## config.mk

```make
export PLATFORM = sky130hd
export DESIGN_NAME = dq_chain_mgr
export DESIGN_NICKNAME = d
export VERILOG_FILES = /design/src/rtl/dq_chain_mgr.sv
export SDC_FILE = /design/constraint.sdc
export NUM_CORES = 1
export LEC_CHECK = 0
export ABC_AREA = 1
export BUFFER_PORTS_ARGS = -buffer_cell sky130_fd_sc_hd__buf_2
export CORE_MARGIN = 5
export CORE_UTILIZATION = 50
export CTS_CLUSTER_DIAMETER = 60
export DETAILED_ROUTE_END_ITERATION = 8
export GPL_ROUTABILITY_DRIVEN = 0
export HOLD_SLACK_MARGIN = 0.06
export PLACE_DENSITY_LB_ADDON = 0.25
export SYNTH_ARGS = -nofsm -noshare
export SYNTH_HDL_FRONTEND = slang
export SYNTH_SLANG_ARGS = --single-unit
```

## constraint.sdc

```tcl
create_clock -name clk -period 2.22 [get_ports clk]
set_input_delay 0.222 -clock clk [delete_from_list [all_inputs] [get_ports clk]]
set_output_delay 0.222 -clock clk [all_outputs]
set_load 0.02 [all_outputs]
```

## src/rtl/dq_chain_mgr.sv

```systemverilog
module dq_chain_mgr #(
  parameter int ADDR_W = 12,
  parameter int CNT_W = 8,
  parameter int STEP_LIMIT = 1024,
  parameter int BLOCK_LEN = 320,
  parameter logic [ADDR_W-1:0] TERM_ADDR = '0
) (
  input  logic              clk,
  input  logic              rst_n,
  input  logic              cmd_valid,
  input  logic [2:0]        cmd_op,
  input  logic [ADDR_W-1:0] cmd_arg,
  input  logic [1:0]        cmd_own,
  output logic              busy,
  output logic              done,
  output logic              rsp_hit,
  output logic              rsp_err,
  output logic              rsp_empty,
  output logic [ADDR_W-1:0] rsp_desc,
  output logic [CNT_W-1:0]  rsp_count,
  output logic [ADDR_W-1:0] q_head,
  output logic              mem_en,
  output logic              mem_we,
  output logic [ADDR_W-1:0] mem_addr,
  output logic [31:0]       mem_wdata,
  input  logic [31:0]       mem_rdata
);

  localparam int SW = $clog2(STEP_LIMIT + 1);
  localparam logic [SW-1:0] LIM = SW'(STEP_LIMIT);
  localparam logic [ADDR_W-1:0] W_LEN  = ADDR_W'(1);
  localparam logic [ADDR_W-1:0] W_LAST = ADDR_W'(2);
  localparam logic [ADDR_W-1:0] W_NEXT = ADDR_W'(4);
  localparam logic [1:0] OWN_HW = 2'd1;

  localparam logic [2:0] OP_EMPTY = 3'd0, OP_DQ_EQ = 3'd1, OP_DQ_NE = 3'd2,
                         OP_REARM = 3'd3, OP_REINIT = 3'd4, OP_COUNT = 3'd5,
                         OP_LOAD = 3'd6;

  typedef enum logic [2:0] {
    S_IDLE, S_DQ_ST, S_DQ_LAST, S_DQ_NEXT, S_RA, S_RI1, S_RI2, S_CNT
  } st_t;

  st_t               state;
  logic [ADDR_W-1:0] ptr;
  logic [1:0]        own_r;
  logic              ne_r;
  logic [CNT_W-1:0]  cnt;
  logic [SW-1:0]     steps;

  wire              accept    = cmd_valid && (state == S_IDLE);
  wire              head_term = (q_head == TERM_ADDR);
  wire [ADDR_W-1:0] rd_ptr    = mem_rdata[ADDR_W-1:0];
  wire              own_ok    = (mem_rdata[1:0] == own_r) ^ ne_r;
  wire [CNT_W-1:0]  cnt_n     = (cnt == '1) ? cnt : cnt + 1'b1;
  wire [SW-1:0]     steps_n   = steps + 1'b1;
  wire              rd_term   = (rd_ptr == TERM_ADDR);
  wire              at_limit  = (steps_n >= LIM);

  assign busy = (state != S_IDLE);

  always_comb begin
    mem_en    = 1'b0;
    mem_we    = 1'b0;
    mem_addr  = ptr;
    mem_wdata = '0;
    case (state)
      S_IDLE: if (cmd_valid) begin
        case (cmd_op)
          OP_DQ_EQ, OP_DQ_NE: if (!head_term) begin
            mem_en   = 1'b1;
            mem_addr = q_head;
          end
          OP_REARM: begin
            mem_en   = 1'b1;
            mem_addr = cmd_arg;
          end
          OP_REINIT: begin
            mem_en    = 1'b1;
            mem_we    = 1'b1;
            mem_addr  = cmd_arg;
            mem_wdata = {16'h0000, 14'h0, OWN_HW};
          end
          OP_COUNT: if (!head_term) begin
            mem_en   = 1'b1;
            mem_addr = q_head + W_NEXT;
          end
          default: ;
        endcase
      end
      S_DQ_ST: if (own_ok) begin
        mem_en   = 1'b1;
        mem_addr = ptr + W_LAST;
      end
      S_DQ_LAST: begin
        mem_en   = 1'b1;
        mem_addr = rd_ptr + W_NEXT;
      end
      S_RA: begin
        mem_en    = 1'b1;
        mem_we    = 1'b1;
        mem_wdata = {mem_rdata[31:2], OWN_HW};
      end
      S_RI1: begin
        mem_en    = 1'b1;
        mem_we    = 1'b1;
        mem_addr  = ptr + W_LEN;
        mem_wdata = {16'(BLOCK_LEN), 16'h0000};
      end
      S_RI2: begin
        mem_en    = 1'b1;
        mem_we    = 1'b1;
        mem_addr  = ptr + W_LAST;
        mem_wdata = 32'(ptr);
      end
      S_CNT: if (!rd_term && !at_limit) begin
        mem_en   = 1'b1;
        mem_addr = rd_ptr + W_NEXT;
      end
      default: ;
    endcase
  end

  always_ff @(posedge clk or negedge rst_n) begin
    if (!rst_n) begin
      state     <= S_IDLE;
      q_head    <= TERM_ADDR;
      ptr       <= TERM_ADDR;
      own_r     <= '0;
      ne_r      <= 1'b0;
      cnt       <= '0;
      steps     <= '0;
      done      <= 1'b0;
      rsp_hit   <= 1'b0;
      rsp_err   <= 1'b0;
      rsp_empty <= 1'b0;
      rsp_desc  <= TERM_ADDR;
      rsp_count <= '0;
    end else begin
      done    <= 1'b0;
      rsp_hit <= 1'b0;
      rsp_err <= 1'b0;
      case (state)
        S_IDLE: if (accept) begin
          ptr   <= cmd_arg;
          own_r <= cmd_own;
          ne_r  <= (cmd_op == OP_DQ_NE);
          case (cmd_op)
            OP_EMPTY: begin
              rsp_empty <= head_term;
              done      <= 1'b1;
            end
            OP_DQ_EQ, OP_DQ_NE: begin
              ptr <= q_head;
              if (head_term) begin
                rsp_desc <= TERM_ADDR;
                done     <= 1'b1;
              end else begin
                state <= S_DQ_ST;
              end
            end
            OP_REARM:  state <= S_RA;
            OP_REINIT: state <= S_RI1;
            OP_COUNT: begin
              cnt   <= '0;
              steps <= '0;
              if (head_term) begin
                rsp_count <= '0;
                done      <= 1'b1;
              end else begin
                state <= S_CNT;
              end
            end
            OP_LOAD: begin
              q_head <= cmd_arg;
              done   <= 1'b1;
            end
            default: done <= 1'b1;
          endcase
        end
        S_DQ_ST: begin
          if (own_ok) begin
            state <= S_DQ_LAST;
          end else begin
            rsp_desc <= TERM_ADDR;
            done     <= 1'b1;
            state    <= S_IDLE;
          end
        end
        S_DQ_LAST: state <= S_DQ_NEXT;
        S_DQ_NEXT: begin
          q_head   <= rd_ptr;
          rsp_desc <= ptr;
          rsp_hit  <= 1'b1;
          done     <= 1'b1;
          state    <= S_IDLE;
        end
        S_RA: begin
          done  <= 1'b1;
          state <= S_IDLE;
        end
        S_RI1: state <= S_RI2;
        S_RI2: begin
          done  <= 1'b1;
          state <= S_IDLE;
        end
        S_CNT: begin
          if (rd_term || at_limit) begin
            rsp_count <= cnt_n;
            rsp_err   <= !rd_term;
            done      <= 1'b1;
            state     <= S_IDLE;
          end else begin
            cnt   <= cnt_n;
            steps <= steps_n;
            ptr   <= rd_ptr;
          end
        end
        default: state <= S_IDLE;
      endcase
    end
  end

endmodule

```

* Yosys cells after proc, flatten, opt, wreduce, memory -nomap -nowiden
Cells that the tools add are included.
W data, S select, Z words.
** Operators by class
- Multiplexer cells :: 61
- Order comparisons :: 1
- Eq/ne operators :: 26
- Bitwise operators :: 1
- Add/sub/neg operators :: 6
- Reduce and logical (&&, ||, !) cells :: 27
** Operator list (number)
- $mux W12 :: 14
- $pmux W32 S4 :: 1
- $pmux W12 S3 :: 2
- $pmux W12 S6 :: 1
- $mux W8 :: 8
- $pmux W12 S2 :: 2
- $mux W11 :: 3
- $pmux W8 S2 :: 2
- $add A12 B3 Y12 const B :: 2
- $logic_not A12 Y1 :: 2
- $pmux W11 S2 :: 1
- $eq A3 B3 Y1 const B :: 7
- $pmux W3 S6 :: 1
- $mux W1 :: 15
- $reduce_and A5 Y1 :: 3
- $add A12 B1 Y12 const B :: 1
- $add A12 B2 Y12 const B :: 1
- $eq A3 B2 Y1 const B :: 4
- $mux W3 :: 4
- $pmux W3 S4 :: 1
- $add A11 B1 Y11 const B :: 1
- $ge A11 B11 Y1 const B :: 1
- $ne A2 B2 Y1 const B :: 5
- $reduce_and A3 Y1 :: 3
- 22 further kinds :: 37
** Storage, ports and cells
- Flip-flop bits (word level) :: 73
- Input port bits :: 52
- Output and inout bits :: 83

* Logic depth before layout (Yosys ltp)
- Depth in word-level cells :: 6
- Gate-level depth with buffers :: 12

* Least setup slack after synthesis
OpenSTA, ideal clock, no wires.
- Kind :: reg2out
- Start point :: reg steps[0]
- End point :: out mem_addr[0]
- Cell stages (with the launch flop) :: 12
- Path buffers :: 0
- Data arrival time :: 1.689 ns
- Setup slack :: 0.309 ns
- Cell sequence :: dfrtp_1 ha_1 nand2_1 nor2_2 nand2_1 nand2_1 nand4_4 nand2_1 inv_1 nor2_1 nor2_1 nand2_1
** On the way
- Longest elaborated chain between the ends :: 6
** Ends and longest elaborated chain
- start: declaration :: RTL line 49 : logic [SW-1:0] steps;
- start signal: assignment :: RTL line 215 : steps <= steps_n;
- $add A11 B1 Y11 :: RTL line 56 : wire [SW-1:0] steps_n = steps + 1'b1;
- $ge A11 B11 Y1 :: RTL line 58 : wire at_limit = (steps_n >= LIM);
- $logic_not A1 Y1 :: RTL line 116 : S_CNT: if (!rd_term && !at_limit) begin
- $logic_and A1 B1 Y1 :: RTL line 116
- $mux W12 :: RTL line 116
- $pmux W12 S6 :: RTL line 67 : case (state)
- end: declaration :: RTL line 24 : output logic [ADDR_W-1:0] mem_addr,
Every way passes these cells.

* Worst setup path in the final report
- Start point :: reg q_head[2]
- End point :: out mem_addr[0]
** On the way
- Longest elaborated chain between the ends :: 5
- Elaborated cells on any way between the ends :: 6
** Ends and longest elaborated chain
- start: declaration :: RTL line 21 : output logic [ADDR_W-1:0] q_head,
- start signal: assignment :: RTL line 175 : q_head <= cmd_arg;
- start signal: assignment :: RTL line 192 : q_head <= rd_ptr;
- $logic_not A12 Y1 * :: RTL line 52 : wire head_term = (q_head == TERM_ADDR);
- $mux W12, on equally long branches :: RTL line 84, 70
- $pmux W12 S3 * :: RTL line 69 : case (cmd_op)
- $mux W12 * :: RTL line 68 : S_IDLE: if (cmd_valid) begin
- $pmux W12 S6 * :: RTL line 67
Every way passes the cells marked *; elsewhere a longest branch is shown, timed or not.

==> flow_metrics.tcl <==
set metrics [dict create \
    hold-worst-slack_ns 0.0776 \
    remaining_drc_errors 0 \
    setup_viol 12 \
    max-slew-margin-rel_pct 63.9 \
    final_cells 1217 \
    synth-edff-count 0 \
    first_global_vias 6378 \
    final_net_count 1132 \
    synth_top_flop_cell "dfrtp_1" \
    regToRegSetupSlack_ns 0.17 \
    cp_slowest_stage_delay_ns 0.44 \
    antenna_diode_instance_count 0 \
    yosys_warnings 0 \
    syn2layout_area_growth_pct 35.7 \
    mappedNetlistNets 932 \
    power.ir.vdd_worst_mv 0.995 \
    synth_cell_type_count 38 \
    die_y_um 116 \
    post-synth-top-area-cell "dfrtp_1" \
    placedCellCount 1163 \
    cts-buffers-inserted 9 \
    min_period_ns 2.36 \
    route.final.wire_length_um 20100 \
    worstSkewPairLatency_ns 0.38 \
    hold_viol 0 \
    cp_slowest_cell "dfrtp_1" \
    critPathMostFrequentCell "nand2_1" \
    clock_path_buffers 2 \
    synth-seq-cells 73 \
    design.portCount 135 \
    fp.coreArea_um2 10900 \
    chipWidth_um 116 \
    design.die.area_um2 13400 \
    critical_path.max_fanout 6 \
    post_drt_via_cell_ratio 5.61 \
    final_critical_path_setup_slack_ns -0.144 \
    via_count 6823 \
    final_min_period_over_clock_period_pct 106 \
    worstPathArrival_ns 2.14 \
    p_leak_nw 3.93 \
    asyncSetResetFlopFracSynth_pct 100 \
    drt_iter0_drc 677 \
    critical_path_class "reg2out" \
    routedWlPerCell_um 16.5 \
    status "complete, but fails checks" \
    drt_pass1_iterations 6 \
    cp_top_family "simple AND/OR/NAND/NOR gates" \
    place.detailed.hpwl_um 14700 \
    min_path_type "in2reg" \
    row_count 38 \
    layout.filler_cells 922 \
    mostFrequentLayoutCell "nand2_1" \
    failed_checks "setup timing" \
    multi_input_gate_area_um2 3510 \
    worstPathCellList "inv_2 -> ha_4 -> nand3_4 -> nor2_4 -> nand2_4 -> nand2_2 -> o22ai_1 -> nand2_1 -> nand2_1 -> nor2_1 -> nand2_1 -> buf_6" \
    wire_length_of_the_first_global_routing_pass_um 31300 \
    numClockSinks 73 \
    drive_above_1_share_pct 31.1 \
    initial_antenna_violation_count 0 \
    cp_num_buf_inv 2 \
    grt_setup_unrepaired "true" \
    initial_utilization_pct 51.4 \
    timing.critical_path.required_ns 2.00 \
    io_buffer_count 134 \
    clock_skew_ns 0.0174 \
    timing.fmax_mhz 423 \
    globalRouteOverflowTotal 0 \
    postRouteAntennaNets 0 \
    transition_time_at_the_pin_with_the_least_slew_margin_ns 0.542 \
    tritoncts "built" \
    synth_top_cells_by_area "dfrtp_1, nand2_1, o21ai_0" \
    place_ws_ns 0.0726 \
    globalRouteTotalUtil_pct 29.6 \
    ys_seq_area_share_pct 32.7 \
    postSynthAreaPerCell_um2 6.41 \
    htree_num_levels 3 \
    cp-start-kind "flip-flop" \
    critPathCaptureType "output port" \
    sequential_cell_area_um2 1830 \
    most-common-layout-cells "nand2_1, buf_2, inv_1, buf_4" \
    grt_max_degree 39 \
    synth_largest_type_area_fraction_pct 32.7 \
    timing_max_transition_violations_final 0 \
    report.power.total_mw 9.04 \
    cts_root_buf "clkbuf_8" \
    synthesis.instances 872 \
    mapped_area_um2 5590 \
    p_per_area_nw_per_um2 1190 \
    drv.max_cap_violation_count 0 \
    clkTransAtPathRegs_ns 0.08 \
]
==> logic make-up after synthesis <==
kind of cell             after synthesis  share of synthesized area, %
AND/OR/NAND/NOR                      464                          35.6
AO/OA/AOI/OAI                        169                          16.8
buffers and inverters                139                          10.1
flip-flops                            73                          32.7
XOR/XNOR                              19                          2.98
adder cells (fa/ha/maj)                8                          1.79
==> worst paths after layout <==
check | from | endpoint | cells after the start
worst max register to register | steps[1]$_DFFE_PN0P_ | steps[6]$_DFFE_PN0P_ | 13
max in group asynchronous | rst_n | state[0]$_DFFE_PN0P_ | 3
worst max-delay path | q_head[2]$_DFFE_PN0P_ | mem_addr[0] | 12
worst min register to register | rsp_count[0]$_DFFE_PN0P_ | rsp_count[0]$_DFFE_PN0P_ | 2
worst min-delay path | cmd_own[0] | own_r[0]$_DFFE_PN0P_ | 3
min in group asynchronous | rst_n | ptr[6]$_DFFE_PN0P_ | 2
==> metal layers <==
metal	up-vias	share of wire, %	global-route usage, %
met5	-	0	0
met4	0	4.5	13.1
met3	86	8.3	4.80
met2	388	49	49.7
met1	3110	38	37.4
li1	3239	-	-
==> synth_stat cells (3+ instances only) <==
cell type / instances
inv_2: 9
o21ai_1: 33
nor2_1: 87
clkbuf_1: 11
nor2_2: 4
xor2_1: 17
buf_6: 4
nand2_2: 3
buf_2: 9
dfrtp_1: 73
clkinv_1: 3
nand2_1: 265
o21ai_0: 76
nor3_1: 9
or2_2: 3
nand3_1: 64
nand4_1: 18
o211ai_1: 22
a21oi_1: 18
inv_1: 101
ha_1: 8
o22ai_1: 13
==> repair_timing <==
item / 4_1_cts / 5_1_grt
setup endpoints to repair: 15 / 18
cloned: 0 / 0
pin swaps: 33 / 23
buffers inserted: 27 / 10
hold endpoints to repair: 38 / 0
gates resized for setup: 95 / 43
hold buffers: 2 / 0
==> through the flow <==
step	area (um^2)	utilization (%)	TNS, ns
6_report	7590	69.7	-0.855
5_1_grt	7590	69.7	-1.95
4_1_cts	7400	68.0	-0.107
3_5_place_dp	6660	61.2	0
3_3_place_gp	6660	61.2	0
2_1_floorplan	5590	-	0
==> worst min-delay path: stages <==
cell and delay (ns):
buf_2 0.07, nand2_1 0.04, o21ai_0 0.07
==> cell type report <==
type / count / area share [%]
clock inverter: 5 / 0.825
inverter: 113 / 5.69
sequential: 73 / 24.2
multi-input combinational: 660 / 46.3
clock buffer: 11 / 2.00
timing repair buffer: 215 / 18.7
tap: 140 / 2.31
==> report_power, final <==
| group | internal (mW) | switching (mW) |
|---|---|---|
| combinational | 2.14 | 3.65 |
| sequential | 1.70 | 0.381 |
| clock | 0.586 | 0.575 |
| total | 4.43 | 4.61 |
==> state kept, by name, indices dropped and copies added, names as in the netlist <==
name and count:
cnt 8, done 1, ne_r 1, own_r 2, ptr 12, q_head 12
rsp_count 8, rsp_desc 12, rsp_empty 1, rsp_err 1, rsp_hit 1, state 3
steps 11
Power figures use the tool's default switching activity.
